**src/rtl/subword_packer.sv**
```systemverilog
module subword_packer #(
  parameter int BYTES = 4
) (
  input  logic               clk,
  input  logic               rst_n,
  input  logic               wr_en,
  input  logic [1:0]         wr_size,
  input  logic [8*BYTES-1:0] wr_data,
  input  logic               eng_ready,
  input  logic               start,
  input  logic               err_clr,
  input  logic               cfg_wr,
  input  logic               cfg_swap,
  output logic               word_valid,
  output logic [8*BYTES-1:0] word_data,
  output logic               err_flag,
  output logic               swap_en
);
  localparam int W  = 8 * BYTES;
  localparam int PW = $clog2(BYTES) + 1;

  logic [PW-1:0] ptr;
  logic [W-1:0]  acc;
  logic          part_half;

  logic          take, is_word, is_half, mismatch, done, commit;
  logic [PW-1:0] base, step, nxt;
  logic [W-1:0]  merged, assembled, swapped;

  assign take     = wr_en && eng_ready && !start;
  assign is_word  = wr_size[1];
  assign is_half  = (wr_size == 2'b01);
  assign mismatch = (ptr != '0) && (is_half != part_half);
  assign base     = mismatch ? '0 : ptr;
  assign step     = is_half ? PW'(2) : PW'(1);
  assign nxt      = base + step;
  assign done     = is_word || (nxt == PW'(BYTES));
  assign commit   = take && done;

  always_comb begin
    merged = mismatch ? '0 : acc;
    if (is_half) merged[8*base +: 16] = wr_data[15:0];
    else         merged[8*base +: 8]  = wr_data[7:0];
  end

  assign assembled = is_word ? wr_data : merged;

  for (genvar g = 0; g < BYTES; g++) begin : g_rev
    assign swapped[8*g +: 8] = assembled[8*(BYTES-1-g) +: 8];
  end

  always_ff @(posedge clk or negedge rst_n) begin
    if (!rst_n) begin
      ptr        <= '0;
      acc        <= '0;
      part_half  <= 1'b0;
      word_valid <= 1'b0;
      word_data  <= '0;
      err_flag   <= 1'b0;
      swap_en    <= 1'b1;
    end else begin
      word_valid <= commit;
      if (commit) word_data <= swap_en ? swapped : assembled;

      if (start) begin
        ptr <= '0;
        acc <= '0;
      end else if (take) begin
        if (done) begin
          ptr <= '0;
          acc <= '0;
        end else begin
          ptr       <= nxt;
          acc       <= merged;
          part_half <= is_half;
        end
      end

      if (wr_en && !eng_ready) err_flag <= 1'b1;
      else if (err_clr)        err_flag <= 1'b0;

      if (cfg_wr) swap_en <= cfg_swap;
    end
  end
endmodule

```
**config.mk**
```make
export PLATFORM = sky130hd
export DESIGN_NAME = subword_packer
export DESIGN_NICKNAME = d
export VERILOG_FILES = /design/src/rtl/subword_packer.sv
export SDC_FILE = /design/constraint.sdc
export NUM_CORES = 1
export LEC_CHECK = 0
export BUFFER_PORTS_ARGS = -buffer_cell sky130_fd_sc_hd__buf_2
export CAP_MARGIN = 20
export CORE_MARGIN = 2
export CORE_UTILIZATION = 55
export DETAILED_ROUTE_END_ITERATION = 6
export MAX_ROUTING_LAYER = met4
export PLACE_DENSITY = 0.78
export SLEW_MARGIN = 5
export SYNTH_ARGS = -nofsm -noshare
export SYNTH_HDL_FRONTEND = slang
export SYNTH_SLANG_ARGS = --single-unit
export TNS_END_PERCENT = 50
```
**constraint.sdc**
```tcl
create_clock -name clk -period 6.5 [get_ports clk]
set_input_delay 0.65 -clock clk [delete_from_list [all_inputs] [get_ports clk]]
set_output_delay 0.65 -clock clk [all_outputs]
set_load 0.02 [all_outputs]
```
==> metrics, run 1 <==
run status completed; Fin. Hold Viols 0; dpl cells 668; vias after detailed routing 4963; Seq/Total Area, Yosys 0.370; Core Box Area 0.00859 mm^2; Synth cell types 64; DRT antenna net count 0; die area 0.00949 mm^2; largest stage delay on the critical path 480 ps; post-DR wirelength/cell 22.6 um; Initial Util 0.559; clk_skew 14.6 ps; Placer Congestion 0.947; Max VDD drop 149 uV; Critical path origin wr_size[1]; vias in the first global route 4727; drt first pass iters 6; Tcrit/Tclk final 0.777; Yosys Warn Count 0; Synth Area in Adders 0.0198; Mapped Avg Cell Area 9.04 um^2; GRT Overall Usage 0.338; postcts setup bufs 0; top_reg_cell synth dfrtp_1; delay-heaviest family, CP simple AND/OR/NAND/NOR gates; pre-CTS setup slack 1160 ps; PwrDens 237 mW/mm^2; Critical-path top delay cell xnor2_4; WP data arrival 5300 ps; final net count 621; LEAKAGE 2.28 nW; global route overflow 0; initial drt markers 569; CTS Buf Count 9; stages on the worst setup path 15; Reg area 0.00178 mm^2; Multi-input gate area 0.00276 mm^2; synthesized area 0.00480 mm^2; CTS clock-pin slew for the worst setup and hold paths 100 ps; setup ws final 1450 ps; Vert. Die Dim 97.4 um; path depth of the worst reg2reg path 12; Util after Layout 0.619; Worst Setup EP word_data[15]; max-slew violation count 0; DP Wirelength 10.6 mm; unrepaired setup endpoints after global routing false; worst-path maximum fanout 25; crit start category input pin; initial antenna violation count 0; relative slew slack 0.284; post-synthesis mux area share 0.00235; crit path cell chain buf_2 > nand2b_4 > inv_4 > xnor2_4 > nand2_2 > inv_2 > ha_1 > fa_1 > or2_2 > a2111oi_2 > nor3_4 > buf_4 > inv_2 > nand2_2 > o221ai_1; WL final 15.5 mm; Tot Pwr 1.26 mW; setup TNS 0 ps; CP Class in2reg; Resize count post-CTS 0; Post-synth ARST share 1.00; fill cell count 757; largest net degree at the start of global routing 72; Final Non-Filler Cells 685; final instance area 0.00532 mm^2; max-cap violations 0; clk sinks 71; Hold Crit Class in2reg; CTS Buffer Depth 2; Critical Path RT 6750 ps; Rows 34; placed inst area 0.00513 mm^2; Max H-tree Level 3; Root Driver clkbuf_8; Ports 77; Syn-to-layout area delta 10.8%; CTS tree yes; Mapped Nets 580; Setup crit end kind register; post-synthesis compound-gate area fraction 0.355; Synth Instances 531; XOR/XNOR Fraction of Synth Area 0.00912; fmax 198 MHz; Post-synth EDFFs 0; Reg2Reg Capture Point word_data[15]; Die Wd 97.4 um; ANT cells 0; largest family of logic cells by synthesized area compound AO/OA/AOI/OAI gates; Post-route DRC 0; R2R Path Start part_half; R2R Setup Slk 2150 ps; Clock Latency Late Sink 360 ps; slew at the pin closest to its max-slew limit 1070 ps; first-pass GRT wire length 25.3 mm; Synth Area in Simple Gates 0.189; I/O Buffers 76; DR vias/cell 7.25; Finish-stage setup viols 0; CP bufs+invs 5; share of cells above drive strength 1 0.231; CTS Hold Bufs 0; hold slack final 441 ps; Tmin final 5050 ps; Yosys reg bits 71
[cell usage after synthesis, types with 7 or more instances]
cell type	instances	area, um^2
nor2_1	27	101
a21o_1	8	60.1
o31ai_1	8	60.1
buf_2	13	65.1
a221oi_2	7	105
nand3_1	29	145
a221oi_1	16	140
and4_1	8	70.1
o221ai_1	37	324
clkbuf_1	30	113
dfrtp_1	70	1750
and3_1	7	43.8
nand2_1	63	236
a31oi_1	8	50.1
nand4_1	8	50.1
a21oi_1	31	155
a22oi_1	7	52.6
a22o_1	20	175
o21ai_0	18	90.1
a311o_1	8	80.1
inv_1	8	30.0
a21boi_0	8	60.1
[cells by family after synthesis]
logic type                 count (synthesis)
AOI/OAI and AO/OA                        216
and+or+nand+nor                          172
buffers and inverters                     62
xor gates and xnor gates                   2
DFF                                       71
adders and majority gates                  7
muxes                                      1
[cells in the final DEF (no fill, tap or decap), types with 4 or more instances in the layout]
cell type and instances:
a21boi_0 8, nand4_1 8, o221ai_1 37, a221o_1 6, inv_1 8, nand3_1 29
and4_1 8, and2_1 4, o21ai_0 18, a22oi_1 7, a221oi_1 16, a21oi_1 30
nand2_1 63, ha_1 6, buf_2 77, dfrtp_1 70, a31oi_1 8, a22o_1 20
o211ai_1 6, and3_1 7, a21o_1 8, nor2_1 27, o22ai_1 5, clkbuf_8 9
a311o_1 8, a2111oi_0 4, o31ai_1 8, a221oi_2 7
[layout make-up]
cell class,count,area share
inverter,12,0.00894
clock inverter,7,0.0118
multi-input combinational,398,0.520
tap,108,0.0254
sequential,71,0.334
clock buffer,9,0.0233
timing repair buffer,80,0.0767
[layer usage]
layer / part of all wire / vias to the layer above / global-route usage / routed length [um]
li1: - / 2179 / - / -
met1: 0.42 / 2402 / 0.479 / 6520
met2: 0.46 / 347 / 0.502 / 7040
met3: 0.11 / 35 / 0.0626 / 1660
met4: 0.014 / 0 / 0.0962 / 222
met5: 0 / - / - / 0
[where the power goes]
part / switching (mW) / internal, mW
Combinational: 0.251 / 0.125
Sequential: 0.0404 / 0.496
Clock: 0.204 / 0.147
[flip-flops by register name, indices dropped and copies added, names as in the netlist]
register,cells
acc,32
word_data,32
ptr,3
err_flag,1
part_half,1
swap_en,1
word_valid,1
[how the worst min path moves through the flow]
stage	startpoint	to	slack (ps)	cells past startpoint
finish	cfg_wr	swap_en	440	2
global placement	acc[29]	acc[29]	460	2
floorplan	rst_n	acc[0]	350	0
global route	cfg_wr	swap_en	450	2
detailed placement	acc[25]	acc[25]	470	2
CTS	cfg_wr	swap_en	440	2
(Power assumes the default switching activity.)
==> run 2: changes to the inputs <==
- ABC_AREA: default -> 1
- PLACE_DENSITY: 0.78 -> 0.77
- clock period: 6.5 -> 5.1 ns (I/O delays scaled with it)
==> metrics, run 2 <==
Psw 0.609 mW (+23%); clk_skew 11.7 ps (-2.84 ps); dpl cells 925 (+38%); CP bufs+invs 2 (-3); share of cells above drive strength 1 0.166 (-0.0642); final net count 874 (+41%); fmax 258 MHz; Synth cell types 35 (-45%); ANT cells 0 (unchanged); Post-synth ARST share 1.00 (unchanged); most frequent cells in the layout nand2_1, nand3_1, buf_2; DR top layer met4; Net Sw Frac 0.367 (-0.0252); Max VDD drop 178 uV (+20%); drt first pass iters 5 (-1); first-pass GRT wire length 27.0 mm (+6.7%); length of routed wiring on met1 6.89 mm (+5.6%); worst-path maximum fanout 26 (+4.0%); WP data arrival 4140 ps (-1160 ps); global route overflow 0 (unchanged); vias in the first global route 5213 (+10%); WL final 16.7 mm (+8.1%); register share of total power 0.405 (-0.019); Fin. Hold Viols 0 (unchanged); Tcrit/Tclk final 0.761; Post-route DRC 0 (unchanged); DR vias/cell 5.90 (-19%); Critical-path top delay cell and3_1; GRT Overall Usage 0.355 (+0.0164); fill cell count 863 (+14%); Synth top area share 0.340 (-0.0245); Largest regs acc x32, word_data x32, ptr x3; max-slew violation count 0 (unchanged); CTS clock-pin slew for the worst setup and hold paths 90 ps (about the same); unrepaired setup endpoints after global routing false; delay-heaviest family, CP simple AND/OR/NAND/NOR gates; Mapped Nets 825 (+42%); synthesized area 0.00515 mm^2 (+7.2%); DRT antenna net count 0 (unchanged); setup TNS 0 ps (unchanged); crit start category register; Final Non-Filler Cells 941 (+37%); CTS tree yes; Max H-tree Level 3 (unchanged); initial drt markers 540 (-5.1%); Core Box Area 0.00915 mm^2 (+6.5%); Ports 77 (unchanged); vias after detailed routing 5554 (+12%); Initial Util 0.562 (+0.00359); DP Wirelength 11.8 mm (+12%); relative slew slack 0.345 (+0.0606); Synth area leader dfrtp_1; Post-synth EDFFs 0 (unchanged); Finish-stage setup viols 0 (unchanged); I/O Buffers 76 (unchanged); Met3 Wirelength 1.27 mm (-24%); most used cell, CP nand3_1; Placer Congestion 1.01 (+6.6%); LEAKAGE 3.08 nW (+35%); Tot Pwr 1.66 mW (+31%); initial antenna violation count 0 (unchanged); Yosys Warn Count 0 (unchanged); largest stage delay on the critical path 440 ps (-40 ps); Root Driver clkbuf_8; CTS Buf Count 9 (unchanged); CP Class reg2reg; Die Wd 101 um (+3.4%); Hold Crit Class in2reg; crit path cell chain inv_1 > nand3_2 > nand3_4 > nand2_2 > ha_1 > ha_1 > inv_2 > and3_1 > nand2_2 > a21oi_2 > nand3_1 > nand3_1 > nand3_1 > nand3_1 > nand2_1; die area 0.0101 mm^2 (+6.9%); count leader, synth nand2_1; Syn-to-layout area delta 10.8% (about the same); slew at the pin closest to its max-slew limit 982 ps (-88.0 ps); max-cap violations 0 (unchanged); Seq/Total Area, Yosys 0.345 (-0.0249); Vert. Die Dim 101 um (+3.4%); Resize count post-CTS 0 (unchanged); run status completed; Pint 1.05 mW (+37%); Yosys reg bits 71 (unchanged); Critical Path RT 5350 ps (-1400 ps); clk sinks 71 (unchanged); Synth Instances 776 (+46%); post-DR wirelength/cell 17.7 um (-21%); PwrDens 291 mW/mm^2 (+22%); Tmin final 3880 ps; CTS Buffer Depth 2 (unchanged); most common cell after layout, fill and taps aside nand2_1; CTS Hold Bufs 0 (unchanged); routed wl met2 7.73 mm (+9.7%); largest net degree at the start of global routing 72 (unchanged); top_reg_cell synth dfrtp_1; Comb power frac 0.280 (-0.018); synth top area cells dfrtp_1, nand2_1, nand3_1; postcts setup bufs 0 (unchanged); clock power share 0.315 (+0.037); Commonest cells post-synth nand2_1, nand3_1, dfrtp_1, inv_1, a21oi_1; Mapped Avg Cell Area 6.63 um^2 (-27%); Clock Latency Late Sink 350 ps (about the same); Setup crit end kind register; Rows 35 (+2.9%)
-- run 2: cell types whose count changed after synthesis, sizes merged, moves of 9 or more --
cell    previous run  this run
a221oi            23         0
a22o              20         7
buf               20        29
clkbuf            30        18
inv               12        46
nand2             66       304
nand3             29       151
nand4              8        28
o21ai             22        33
o221ai            37         0
-- run 2: layout make-up --
class                   count  area [um^2]  share of cell area
multi-input cells         611         2940               0.515
flip-flops and latches     71         1780               0.312
repair buffers             85          448              0.0785
inverters                  47          179              0.0314
well taps                 111          139              0.0244
clock buffers              10          128              0.0224
clock inverters             6         93.8              0.0165
-- run 2: logic make-up (layout without fill, tap and decap cells) --
logic type,count (synthesis),in the layout,synth area share
simple gates,515,515,0.453
buf+inv,94,148,0.0836
compound gates,88,88,0.0973
flops,71,71,0.345
fa+ha+maj,7,7,0.0185
xor+xnor,1,1,0.00170
-- run 2: layer usage --
metal,GRT usage,vias up
met2,0.548,254
met1,0.450,2578
met5,-,-
met4,0.173,0
li1,-,2671
met3,0.0638,51
-- run 2: stage by stage --
step | cell area, um^2 | setup WS, ps | hold slack [ps] | utilization
2_1_floorplan | 5150 | 2030 | 214 | -
3_3_place_gp | 5480 | 1180 | 460 | 0.599
3_5_place_dp | 5480 | 1160 | 460 | 0.599
4_1_cts | 5700 | 1310 | 318 | 0.623
5_1_grt | 5700 | 888 | 312 | 0.623
6_report | 5700 | 1220 | 327 | 0.623
-- run 2: worst reg2reg max path: stages, from the launching register on --
cell	delay (ps)
dfrtp_1	380
inv_1	130
nand3_2	380
nand3_4	220
nand2_2	300
ha_1	340
ha_1	360
inv_2	210
and3_1	440
nand2_2	140
a21oi_2	260
nand3_1	210
nand3_1	150
nand3_1	80
nand3_1	130
nand2_1	50
-- run 2: power by group through the flow --
stage	clock network, mW	logic, mW	registers (mW)
6_report	0.522	0.463	0.672
2_1_floorplan	0	0.237	0.748
4_1_cts	0.527	0.461	0.671
3_5_place_dp	0	0.459	0.681
5_1_grt	0.551	0.511	0.679
3_3_place_gp	0	0.452	0.680
-- run 2: path summary, 6_finish.rpt --
kind / from / to / slack [ps] / depth (start not counted)
setup / recovery: ptr[0] / word_data[12] / 1220 / 15
hold / removal: cfg_wr / swap_en / 330 / 2
setup reg to reg: ptr[0] / word_data[12] / 1220 / 15
hold reg to reg: word_data[12] / word_data[12] / 480 / 2
max in group asynchronous: rst_n / acc[24] / 4110 / 2
min in group asynchronous: rst_n / acc[10] / 360 / 2
